File: src/rtl/rtc_pkg.sv
package rtc_pkg;

  localparam logic [7:0] IDX_STAT_A = 8'h0A;
  localparam logic [7:0] IDX_STAT_B = 8'h0B;
  localparam logic [7:0] IDX_STAT_C = 8'h0C;
  localparam logic [7:0] IDX_STAT_D = 8'h0D;
  localparam logic [7:0] IDX_MAX    = 8'h0D;
  localparam int         NUM_DATA   = 10;

  localparam logic [7:0] A_UIP     = 8'h80;
  localparam logic [7:0] A_DEFAULT = 8'h26;

  localparam logic [7:0] B_PIE     = 8'h40;
  localparam logic [7:0] B_SQWE    = 8'h08;
  localparam logic [7:0] B_BIN     = 8'h04;
  localparam logic [7:0] B_24H     = 8'h02;
  localparam logic [7:0] B_FREE    = B_PIE | B_SQWE;
  localparam logic [7:0] B_MUST    = B_BIN | B_24H;
  localparam logic [7:0] B_DEFAULT = B_PIE | B_BIN | B_24H;

  typedef enum logic [1:0] {
    SEL_DATA,
    SEL_A,
    SEL_B,
    SEL_ZERO
  } rd_sel_e;

  // Two BCD digits of (y mod 100), tens digit in the upper nibble.
  function automatic logic [7:0] year_to_bcd(int unsigned y);
    int unsigned r;
    r = y % 100;
    return {4'((r / 10) % 10), 4'(r % 10)};
  endfunction

  function automatic logic b_write_ok(logic [7:0] v);
    return (v & ~B_FREE) == B_MUST;
  endfunction

  function automatic rd_sel_e read_select(logic [7:0] idx);
    if (idx == IDX_STAT_A)      return SEL_A;
    else if (idx == IDX_STAT_B) return SEL_B;
    else if (idx >= IDX_STAT_C) return SEL_ZERO;
    else                        return SEL_DATA;
  endfunction

  function automatic logic [7:0] clock_reset_byte(
    int unsigned i, int unsigned sec, int unsigned mins, int unsigned hour,
    int unsigned wday0, int unsigned mday, int unsigned mon0,
    int unsigned year, bit bcd);
    case (i)
      0:       return 8'(sec);
      2:       return 8'(mins);
      4:       return 8'(hour);
      6:       return 8'(wday0 + 1);
      7:       return 8'(mday);
      8:       return 8'(mon0 + 1);
      9:       return bcd ? year_to_bcd(year) : 8'(year);
      default: return 8'h00;
    endcase
  endfunction

endpackage

File: src/rtl/rtc_index_latch.sv
module rtc_index_latch
  import rtc_pkg::*;
(
  input  logic       clk,
  input  logic       rst_n,
  input  logic       addr_we,
  input  logic [7:0] wdata,
  output logic [7:0] idx,
  output logic       bad_addr
);

  assign bad_addr = addr_we && (wdata > IDX_MAX);

  always_ff @(posedge clk or negedge rst_n) begin
    if (!rst_n)                    idx <= 8'h00;
    else if (addr_we && !bad_addr) idx <= wdata;
  end

  AST_ADDR_HOLD: assert property (@(posedge clk) disable iff (!rst_n)
    bad_addr |=> $stable(idx));

  AST_ADDR_RANGE: assert property (@(posedge clk) disable iff (!rst_n)
    addr_we |=> (idx <= IDX_MAX));

endmodule

File: src/rtl/rtc_status_regs.sv
module rtc_status_regs
  import rtc_pkg::*;
(
  input  logic       clk,
  input  logic       rst_n,
  input  logic       wr_a,
  input  logic       wr_b,
  input  logic       rd_a,
  input  logic [7:0] wdata,
  output logic [7:0] stat_a,
  output logic [7:0] stat_b,
  output logic       bad_a,
  output logic       bad_b,
  output logic       tick_en
);

  logic a_ok;
  logic b_ok;

  assign a_ok    = (wdata == A_DEFAULT);
  assign b_ok    = b_write_ok(wdata);
  assign bad_a   = wr_a && !a_ok;
  assign bad_b   = wr_b && !b_ok;
  assign tick_en = (stat_b & B_PIE) != 8'h00;

  always_ff @(posedge clk or negedge rst_n) begin
    if (!rst_n)              stat_a <= A_DEFAULT;
    else if (wr_a && a_ok)   stat_a <= wdata;
    else if (rd_a && !wr_a)  stat_a <= stat_a ^ A_UIP;
  end

  always_ff @(posedge clk or negedge rst_n) begin
    if (!rst_n)            stat_b <= B_DEFAULT;
    else if (wr_b && b_ok) stat_b <= wdata;
  end

  AST_UIP_FLIP: assert property (@(posedge clk) disable iff (!rst_n)
    (rd_a && !wr_a) |=> (stat_a[7] != $past(stat_a[7])));

  AST_A_REJECT: assert property (@(posedge clk) disable iff (!rst_n)
    (bad_a && !rd_a) |=> $stable(stat_a));

  AST_B_REJECT: assert property (@(posedge clk) disable iff (!rst_n)
    bad_b |=> $stable(stat_b));

  AST_B_MODE_BITS: assert property (@(posedge clk) disable iff (!rst_n)
    wr_b |=> ((stat_b & ~B_FREE) == B_MUST));

endmodule

File: src/rtl/rtc_tick_timer.sv
module rtc_tick_timer #(
  parameter int unsigned TICK_CYCLES = 16
) (
  input  logic clk,
  input  logic rst_n,
  input  logic enable,
  output logic irq
);

  localparam int unsigned CW = (TICK_CYCLES > 2) ? $clog2(TICK_CYCLES) : 1;
  localparam logic [CW-1:0] LAST = CW'(TICK_CYCLES - 1);

  logic [CW-1:0] cnt;
  logic          fire;

  assign fire = enable && (cnt == LAST);

  always_ff @(posedge clk or negedge rst_n) begin
    if (!rst_n) begin
      cnt <= '0;
      irq <= 1'b0;
    end else if (!enable) begin
      cnt <= '0;
      irq <= 1'b0;
    end else if (fire) begin
      cnt <= '0;
      irq <= 1'b1;
    end else begin
      cnt <= cnt + 1'b1;
      irq <= 1'b0;
    end
  end

  AST_QUIET_WHEN_OFF: assert property (@(posedge clk) disable iff (!rst_n)
    !enable |=> !irq);

  generate
    if (TICK_CYCLES > 1) begin : g_pulse_chk
      AST_IRQ_SINGLE: assert property (@(posedge clk) disable iff (!rst_n)
        irq |=> !irq);
    end
  endgenerate

endmodule

File: src/rtl/rtc_regfile.sv
module rtc_regfile
  import rtc_pkg::*;
#(
  parameter int unsigned TICK_CYCLES = 50000,
  parameter int unsigned INIT_SEC    = 0,
  parameter int unsigned INIT_MIN    = 0,
  parameter int unsigned INIT_HOUR   = 0,
  parameter int unsigned INIT_WDAY0  = 0,
  parameter int unsigned INIT_MDAY   = 1,
  parameter int unsigned INIT_MON0   = 0,
  parameter int unsigned INIT_YEAR   = 100,
  parameter bit          YEAR_BCD    = 1'b0
) (
  input  logic       clk,
  input  logic       rst_n,
  input  logic       addr_we,
  input  logic       data_we,
  input  logic       data_re,
  input  logic [7:0] wdata,
  output logic [7:0] rdata,
  output logic       irq,
  output logic       err
);

  logic [7:0] idx;
  logic       bad_addr;
  logic       bad_a;
  logic       bad_b;
  logic       bad_cd;
  logic       wr_a;
  logic       wr_b;
  logic       rd_a;
  logic       tick_en;
  logic [7:0] stat_a;
  logic [7:0] stat_b;
  logic [7:0] data_q [NUM_DATA];
  logic [7:0] data_sel;
  rd_sel_e    sel;

  rtc_index_latch u_idx (
    .clk      (clk),
    .rst_n    (rst_n),
    .addr_we  (addr_we),
    .wdata    (wdata),
    .idx      (idx),
    .bad_addr (bad_addr)
  );

  assign sel    = read_select(idx);
  assign wr_a   = data_we && (sel == SEL_A);
  assign wr_b   = data_we && (sel == SEL_B);
  assign rd_a   = data_re && (sel == SEL_A);
  assign bad_cd = data_we && (sel == SEL_ZERO);

  rtc_status_regs u_stat (
    .clk     (clk),
    .rst_n   (rst_n),
    .wr_a    (wr_a),
    .wr_b    (wr_b),
    .rd_a    (rd_a),
    .wdata   (wdata),
    .stat_a  (stat_a),
    .stat_b  (stat_b),
    .bad_a   (bad_a),
    .bad_b   (bad_b),
    .tick_en (tick_en)
  );

  rtc_tick_timer #(.TICK_CYCLES(TICK_CYCLES)) u_tick (
    .clk    (clk),
    .rst_n  (rst_n),
    .enable (tick_en),
    .irq    (irq)
  );

  generate
    for (genvar gi = 0; gi < NUM_DATA; gi++) begin : g_byte
      localparam logic [7:0] RST_VAL = clock_reset_byte(gi, INIT_SEC, INIT_MIN,
        INIT_HOUR, INIT_WDAY0, INIT_MDAY, INIT_MON0, INIT_YEAR, YEAR_BCD);
      always_ff @(posedge clk or negedge rst_n) begin
        if (!rst_n)                                   data_q[gi] <= RST_VAL;
        else if (data_we && (idx == 8'(gi)))          data_q[gi] <= wdata;
      end
    end
  endgenerate

  always_comb begin
    data_sel = 8'h00;
    for (int k = 0; k < NUM_DATA; k++)
      if (idx == 8'(k)) data_sel = data_q[k];
  end

  always_ff @(posedge clk or negedge rst_n) begin
    if (!rst_n) rdata <= 8'h00;
    else if (data_re) begin
      case (sel)
        SEL_A:    rdata <= stat_a ^ A_UIP;
        SEL_B:    rdata <= stat_b;
        SEL_ZERO: rdata <= 8'h00;
        default:  rdata <= data_sel;
      endcase
    end
  end

  always_ff @(posedge clk or negedge rst_n) begin
    if (!rst_n) err <= 1'b0;
    else        err <= err | bad_addr | bad_a | bad_b | bad_cd;
  end

  AST_ERR_STICKY: assert property (@(posedge clk) disable iff (!rst_n)
    err |=> err);

  AST_ERR_ON_BAD: assert property (@(posedge clk) disable iff (!rst_n)
    (bad_addr || bad_cd) |=> err);

  AST_CD_READ_ZERO: assert property (@(posedge clk) disable iff (!rst_n)
    (data_re && (idx >= IDX_STAT_C)) |=> (rdata == 8'h00));

  AST_RDATA_HOLD: assert property (@(posedge clk) disable iff (!rst_n)
    !data_re |=> $stable(rdata));

endmodule

File: config.mk
export PLATFORM = sky130hd
export DESIGN_NAME = rtc_regfile
export DESIGN_NICKNAME = d
export VERILOG_FILES = /design/src/rtl/rtc_pkg.sv /design/src/rtl/rtc_index_latch.sv /design/src/rtl/rtc_status_regs.sv /design/src/rtl/rtc_tick_timer.sv /design/src/rtl/rtc_regfile.sv
export SDC_FILE = /design/constraint.sdc
export NUM_CORES = 1
export LEC_CHECK = 0
export ABC_CLOCK_PERIOD_IN_PS = 5900
export BUFFER_PORTS_ARGS = -buffer_cell sky130_fd_sc_hd__buf_2
export CAP_MARGIN = 20
export CORE_MARGIN = 3
export CORE_UTILIZATION = 40
export CTS_CLUSTER_SIZE = 10
export DETAILED_ROUTE_END_ITERATION = 16
export HOLD_SLACK_MARGIN = 0.12
export SLEW_MARGIN = 15
export SYNTH_ARGS = -nofsm -noshare
export SYNTH_HDL_FRONTEND = slang
export SYNTH_HIERARCHICAL = 1
export SYNTH_SLANG_ARGS = --single-unit
export TNS_END_PERCENT = 50
File: constraint.sdc
create_clock -name clk -period 5.9 [get_ports clk]
set_input_delay 1.77 -clock clk [delete_from_list [all_inputs] [get_ports clk]]
set_output_delay 1.77 -clock clk [all_outputs]
set_load 0.005 [all_outputs]
**Word level (Yosys, flattened, before mapping)**

Index checks and enable logic that the tools add are counted.

- $add $sub $neg: 1
- Multiply operators: 0
- Divide/modulo/power cells: 0
- $lt $le $gt $ge: 2
- Eq/ne operators: 17
- Shift-type cells: 0
- Muxes and demuxes: 20
- Bitwise logic cells: 5
- Reduce and logical (&&, ||, !) cells: 28

Operators with widths:

| kind | number |
|---|---|
| 2-to-1 mux 8 bit | 12 |
| equality test 8 x 3 -> 1 bit (second input constant) | 4 |
| equality test 8 x 4 -> 1 bit (second input constant) | 4 |
| 2-to-1 mux 16 bit | 2 |
| one-hot mux 8 bit (3 select lines) | 1 |
| logical AND 1 bit | 22 |
| adder 16 x 1 -> 16 bit (second input constant) | 1 |
| equality test 16 bit (second input constant) | 1 |
| equality test 8 x 2 -> 1 bit (second input constant) | 2 |
| equality test 8 x 1 -> 1 bit (second input constant) | 1 |
| equality test 8 x 6 -> 1 bit (second input constant) | 1 |
| >= comparator 8 x 4 -> 1 bit (second input constant) | 1 |
| > comparator 8 x 4 -> 1 bit (second input constant) | 1 |
| zero test 8 bit | 1 |
| equality test 6 x 3 -> 1 bit (second input constant) | 1 |
| 2-to-1 mux 2 bit | 3 |
| equality test 2 bit (second input constant) | 2 |
| zero test 1 bit | 4 |
| bitwise OR 1 bit | 4 |
| equality test 2 x 1 -> 1 bit (second input constant) | 1 |
| 2-to-1 mux 1 bit | 2 |
| nonzero test 2 bit | 1 |
| inverter 1 bit | 1 |

- Bits in registers: 130
- Bits in latches: 0
- RAM bits: 0
- Memory bits (read-only): 0
- Output and inout bits: 10
- Memories kept: 0

**Longest topological paths before layout**

- Word-level depth: 12
- Mapped depth: 8
- Gate-level depth less buffers: 7

**Cells and area by module**

Netlist, hierarchy kept.

By module, submodules not included:

| module | times used | cells an instance | area an instance (sq um) | sequential area each (sq um) |
|---|---|---|---|---|
| rtc_regfile | 1 | 342 | 4354.2 | 2234.6 |
| rtc_tick_timer | 1 | 83 | 834.6 | 425.4 |
| rtc_status_regs | 1 | 45 | 640.6 | 407.9 |
| rtc_index_latch | 1 | 30 | 354.1 | 200.2 |

**Worst setup path before layout**

OpenSTA, ideal clock, no wires.

- Path type: input-to-reg
- Start: input data_we
- End: register data_q[32] (netlist bit)
- Data arrival time: 2.740 ns
- Slack: 3.036 ns
- Stages on the path: 3
- Buffers on the path: 0
- Cell sequence: inv_1 nor4_4 mux2_2

- Word-level cells in the longest chain between the ends: 1

RTL lines:

| what | RTL line | text |
|---|---|---|
| start, declared | rtc_regfile.sv:17 | `input logic data_we,` |
| logical AND 1 bit | rtc_regfile.sv:82 | `else if (data_we && (idx == 8'(gi))) data_q[gi] <= wdata;` |
| end signal, assigned by index | rtc_regfile.sv:82 |  |
| end, declared | rtc_regfile.sv:36 | `logic [7:0] data_q [NUM_DATA];` |

Every way passes these cells.
A chain may end at the register's enable or synchronous reset.

**Worst setup path in the final report**

- Start: register u_idx.idx[6]
- End: register data_q[73] (netlist bit)

- Word-level cells in the longest chain between the ends: 2

RTL lines:

| what | RTL line | text |
|---|---|---|
| start, declared | rtc_index_latch.sv:8 | `output logic [7:0] idx,` |
| start signal, assigned | rtc_index_latch.sv:16 | `else if (addr_we && !bad_addr) idx <= wdata;` |
| zero test 8 bit | rtc_regfile.sv:82 |  |
| logical AND 1 bit | rtc_regfile.sv:82 |  |

Every way passes these cells.

==> results.md <==
* Status: finished, final reports clean
* Total gr overflow at 0
* Wire length the detailed router placed on met1 at between 6000 and 7000 µm
* Count of pins over their slew limit at 0
* Count of mapped cells out of synthesis at 500
* Detailed-placement wirelength estimate at 9320 µm
* Post-cts repair resize count at 0
* Final Total Pwr at 3.22 mW
* Detail Route Antenna Nets at 0
* Width of the die at 130 µm
* Worst Path Arrival at 3280 ps
* Share of the cycle needed by the critical path after routing at 0.505
* Vias in the first global route at 4,276
* Max_slew headroom at 0.310
* Top library cells by usage in the layout, fill and taps aside: 117 x dfrtp_1, 83 x mux2_2, 29 x nor2_1
* Initial antenna violation count at 1
* Maximum clock frequency at 336 MHz
* Smallest setup slack after layout at roughly 3000 ps
* RSZ-0062 raised after global routing: false
* Area of combinational cells with multiple inputs at between 0.002 and 0.003 mm²
* Clock H-tree levels at 4
* Clock Power Share at 0.337
* Post-Synthesis Cell Area at around 0.006 mm²
* Path class of the lowest-slack min-delay path: reg2reg
* Via count at 4,066
* Placement-stage worst setup slack at 2540 ps
* PD cells at 457 mW/mm²
* Number of cells in the design after placement at 683
* Startpoint kind of the worst setup timing path: flip-flop
* Number of sinks driven by the clock tree at 130
* Drt wl/cell at 19.7 µm
* Measured slew at the worst slew-check pin at between 1000 and 1500 ps
* Crit-path max FO at 13
* Gp weighted congestion at 0.844
* Most frequent standard cell in the layout excluding fill and tap cells: dfrtp_1
* Clock Skew at approximately 10 ps
* Post-Route WL at between 10,000 and 15,000 µm
* Length of routed met2 wiring at ~6600 µm
* Classification of the worst setup path: reg2reg
* Element type at the critical path end: flip-flop
* Number of placed I/O pins at 23
* Syn-to-layout area delta at 13.8%
* ANT cells at 0
* Amount of wire on met3 after detailed routing at 697 µm
* Area of the core at 0.0148 mm²
* Uppermost metal layer occupied by signal nets: met5
* Number of violations of the max-capacitance limit at 0
* Clock slew seen by the registers of the worst setup and hold paths at 60 ps
* Lkg Pwr at 2.96 nW
* Mean cell area of the mapped netlist at 12.4 µm²
* Count of nets after finishing at ~530
* All-layer global routing usage at 0.178
* Number of enable-type register cells in the synthesized netlist at 0
* Placement row count at 44
* Initial core utilization at 0.418
* Area of the die at 0.0170 mm²
* Worst hold path stage count at 1
* Vias per cell at approximately 5.7
* Clock latency on the worst-skew pair at 420 ps
* Die Span Y at 130 µm
* Area used by sequential logic in the layout at about 0.0033 mm²
* Reported net switching power at 923 µW
* Dominant register cell in the synthesized netlist: dfrtp_1
* Internal Pwr Total at 2.29 mW
* Post-synthesis cell type count at 62
* Post-CTS Setup Inserts at 0
* Violation count after the first detailed-routing iteration at 326
* First-pass GRT wire length at 22,900 µm
* Fraction of registers with async set or reset after synthesis at 1.00
* Cell count of the worst reg-to-reg path at 4
* # setup viols final at 0
* Clock tree from TritonCTS: done
* Number of synthesized register bits at 130
* Number of buffers created by CTS at 17
* Min Tclk post-route at approximately 3000 ps
* Cell chosen for the clock root: clkbuf_16
* First-pass iteration count of the detailed router at 5
* Total negative slack at 0 ps
* Share of final-layout standard cells stronger than drive strength 1 at 0.352
* Sequential share of power at 0.430
* Proportion of total power due to net switching at 0.287
* Hold Buf Count CTS at 0
* Number of hold violations in the final report at 0
* Required arrival time at the worst endpoint at just over 6000 ps
* IO buf count at 22
* Clk buf depth at 2
* Proportion of power drawn by combinational gates at 0.233
* Core occupancy in the finished layout at 0.475
* Maximum number of pins on one net before global-route repair at 59
* Yosys warns at 6
* Final instance count without filler cells at 715
* Post-detailed-route DRC marker count at 0
* Sequential area share after synthesis at 0.529
* Worst ir drop on vdd at 0.219 mV
* # fillers at 1,305
* Post-Syn Nets at 514
[stage by stage]
step	cell area [µm²]	hold WS [ps]
after floorplan	6180	443
after global placement	6430	468
after detailed placement	6430	471
after CTS	7040	479
after global routing	7040	512
final	7040	481
[synthesized netlist by cell type, drive strengths merged (2+ instances only)]
| library cell | number | share of area |
|---|---|---|
| o22ai | 2 | 0.0020 |
| o2bb2ai | 3 | 0.0043 |
| a31oi | 13 | 0.013 |
| nor2 | 33 | 0.023 |
| nor2b | 4 | 0.0040 |
| xnor2 | 12 | 0.017 |
| and2 | 16 | 0.018 |
| mux2i | 11 | 0.018 |
| nand4 | 8 | 0.011 |
| or3 | 2 | 0.0020 |
| nor3 | 10 | 0.012 |
| inv | 14 | 0.0085 |
| a22oi | 6 | 0.0073 |
| mux2 | 86 | 0.16 |
| nand2 | 17 | 0.010 |
| nor4 | 10 | 0.015 |
| nor4b | 2 | 0.0028 |
| or2b | 2 | 0.0024 |
| a21oi | 6 | 0.0049 |
| a221o | 4 | 0.0065 |
| and3 | 7 | 0.0071 |
| o221ai | 4 | 0.0057 |
| nand3 | 12 | 0.011 |
| xor2 | 3 | 0.0043 |
| buf | 18 | 0.015 |
| nor3b | 2 | 0.0043 |
| nand2b | 9 | 0.0091 |
| o211ai | 2 | 0.0024 |
| dfrtp | 118 | 0.48 |
| clkbuf | 9 | 0.0057 |
| dfstp | 12 | 0.051 |
| o21ai | 21 | 0.017 |
| mux4 | 7 | 0.025 |
[cell families (layout without fill, tap and decap cells)]
| kind of cell | after synthesis | after routing | share of synthesized area |
|---|---|---|---|
| XOR/XNOR | 15 | 15 | 0.0212 |
| adder cells (fa/ha/maj) | 1 | 1 | 0.00202 |
| flip-flops | 130 | 130 | 0.529 |
| multiplexers | 104 | 104 | 0.202 |
| buffers and inverters | 41 | 72 | 0.0289 |
| AO/OA/AOI/OAI | 72 | 72 | 0.0813 |
| AND/OR/NAND/NOR | 137 | 137 | 0.136 |
[power by group through the flow]
stage	registers [mW]	logic, mW	clock network, mW
after global routing	1.42	0.821	1.15
after detailed placement	1.40	0.754	0
after floorplan	1.34	0.580	0
after global placement	1.38	0.734	0
final	1.38	0.751	1.08
after CTS	1.38	0.757	1.10
[registers in the layout, summed over array words and instances, names as in the netlist]
register and count:
u_tick/cnt 16, rdata 8, u_tick/irq 1, err 1, u_stat/stat_a 8, u_idx/idx 8
data_q 80, u_stat/stat_b 8
[routing by layer]
| metal | track usage | vias to the layer above |
|---|---|---|
| met3 | 0.0442 | 18 |
| met5 | 0 | - |
| met4 | 0.0678 | 2 |
| met1 | 0.240 | 2078 |
| li1 | - | 1867 |
| met2 | 0.279 | 101 |
[final cells by class]
type / instances / area share
clock inverter: 14 / 0.0254
multi-input combinational: 329 / 0.389
timing repair buffer: 26 / 0.0203
clock buffer: 18 / 0.0610
inverter: 14 / 0.00747
tap: 184 / 0.0327
sequential: 130 / 0.464
[worst max-delay path, cell delays in order (launching register included)]
cell and delay, ps:
dfrtp_1 390, or4_4 670, nor3_1 770, and3_1 610, mux2_2 410
[worst paths after layout]
path,from,to,slack (ps)
max,u_idx/idx[6]$_DFFE_PN0P_,data_q[73]$_DFFE_PN0P_,2920
min,u_tick/cnt[0]$_DFF_PN0_,u_tick/cnt[0]$_DFF_PN0_,480
max reg2reg,u_idx/idx[6]$_DFFE_PN0P_,data_q[73]$_DFFE_PN0P_,2920
min reg2reg,u_tick/cnt[0]$_DFF_PN0_,u_tick/cnt[0]$_DFF_PN0_,480
max in group asynchronous,rst_n,data_q[2]$_DFFE_PN1P_,3480
min in group asynchronous,rst_n,u_tick/cnt[7]$_DFF_PN0_,1400
No activity file was read; power rests on OpenSTA's default activity.
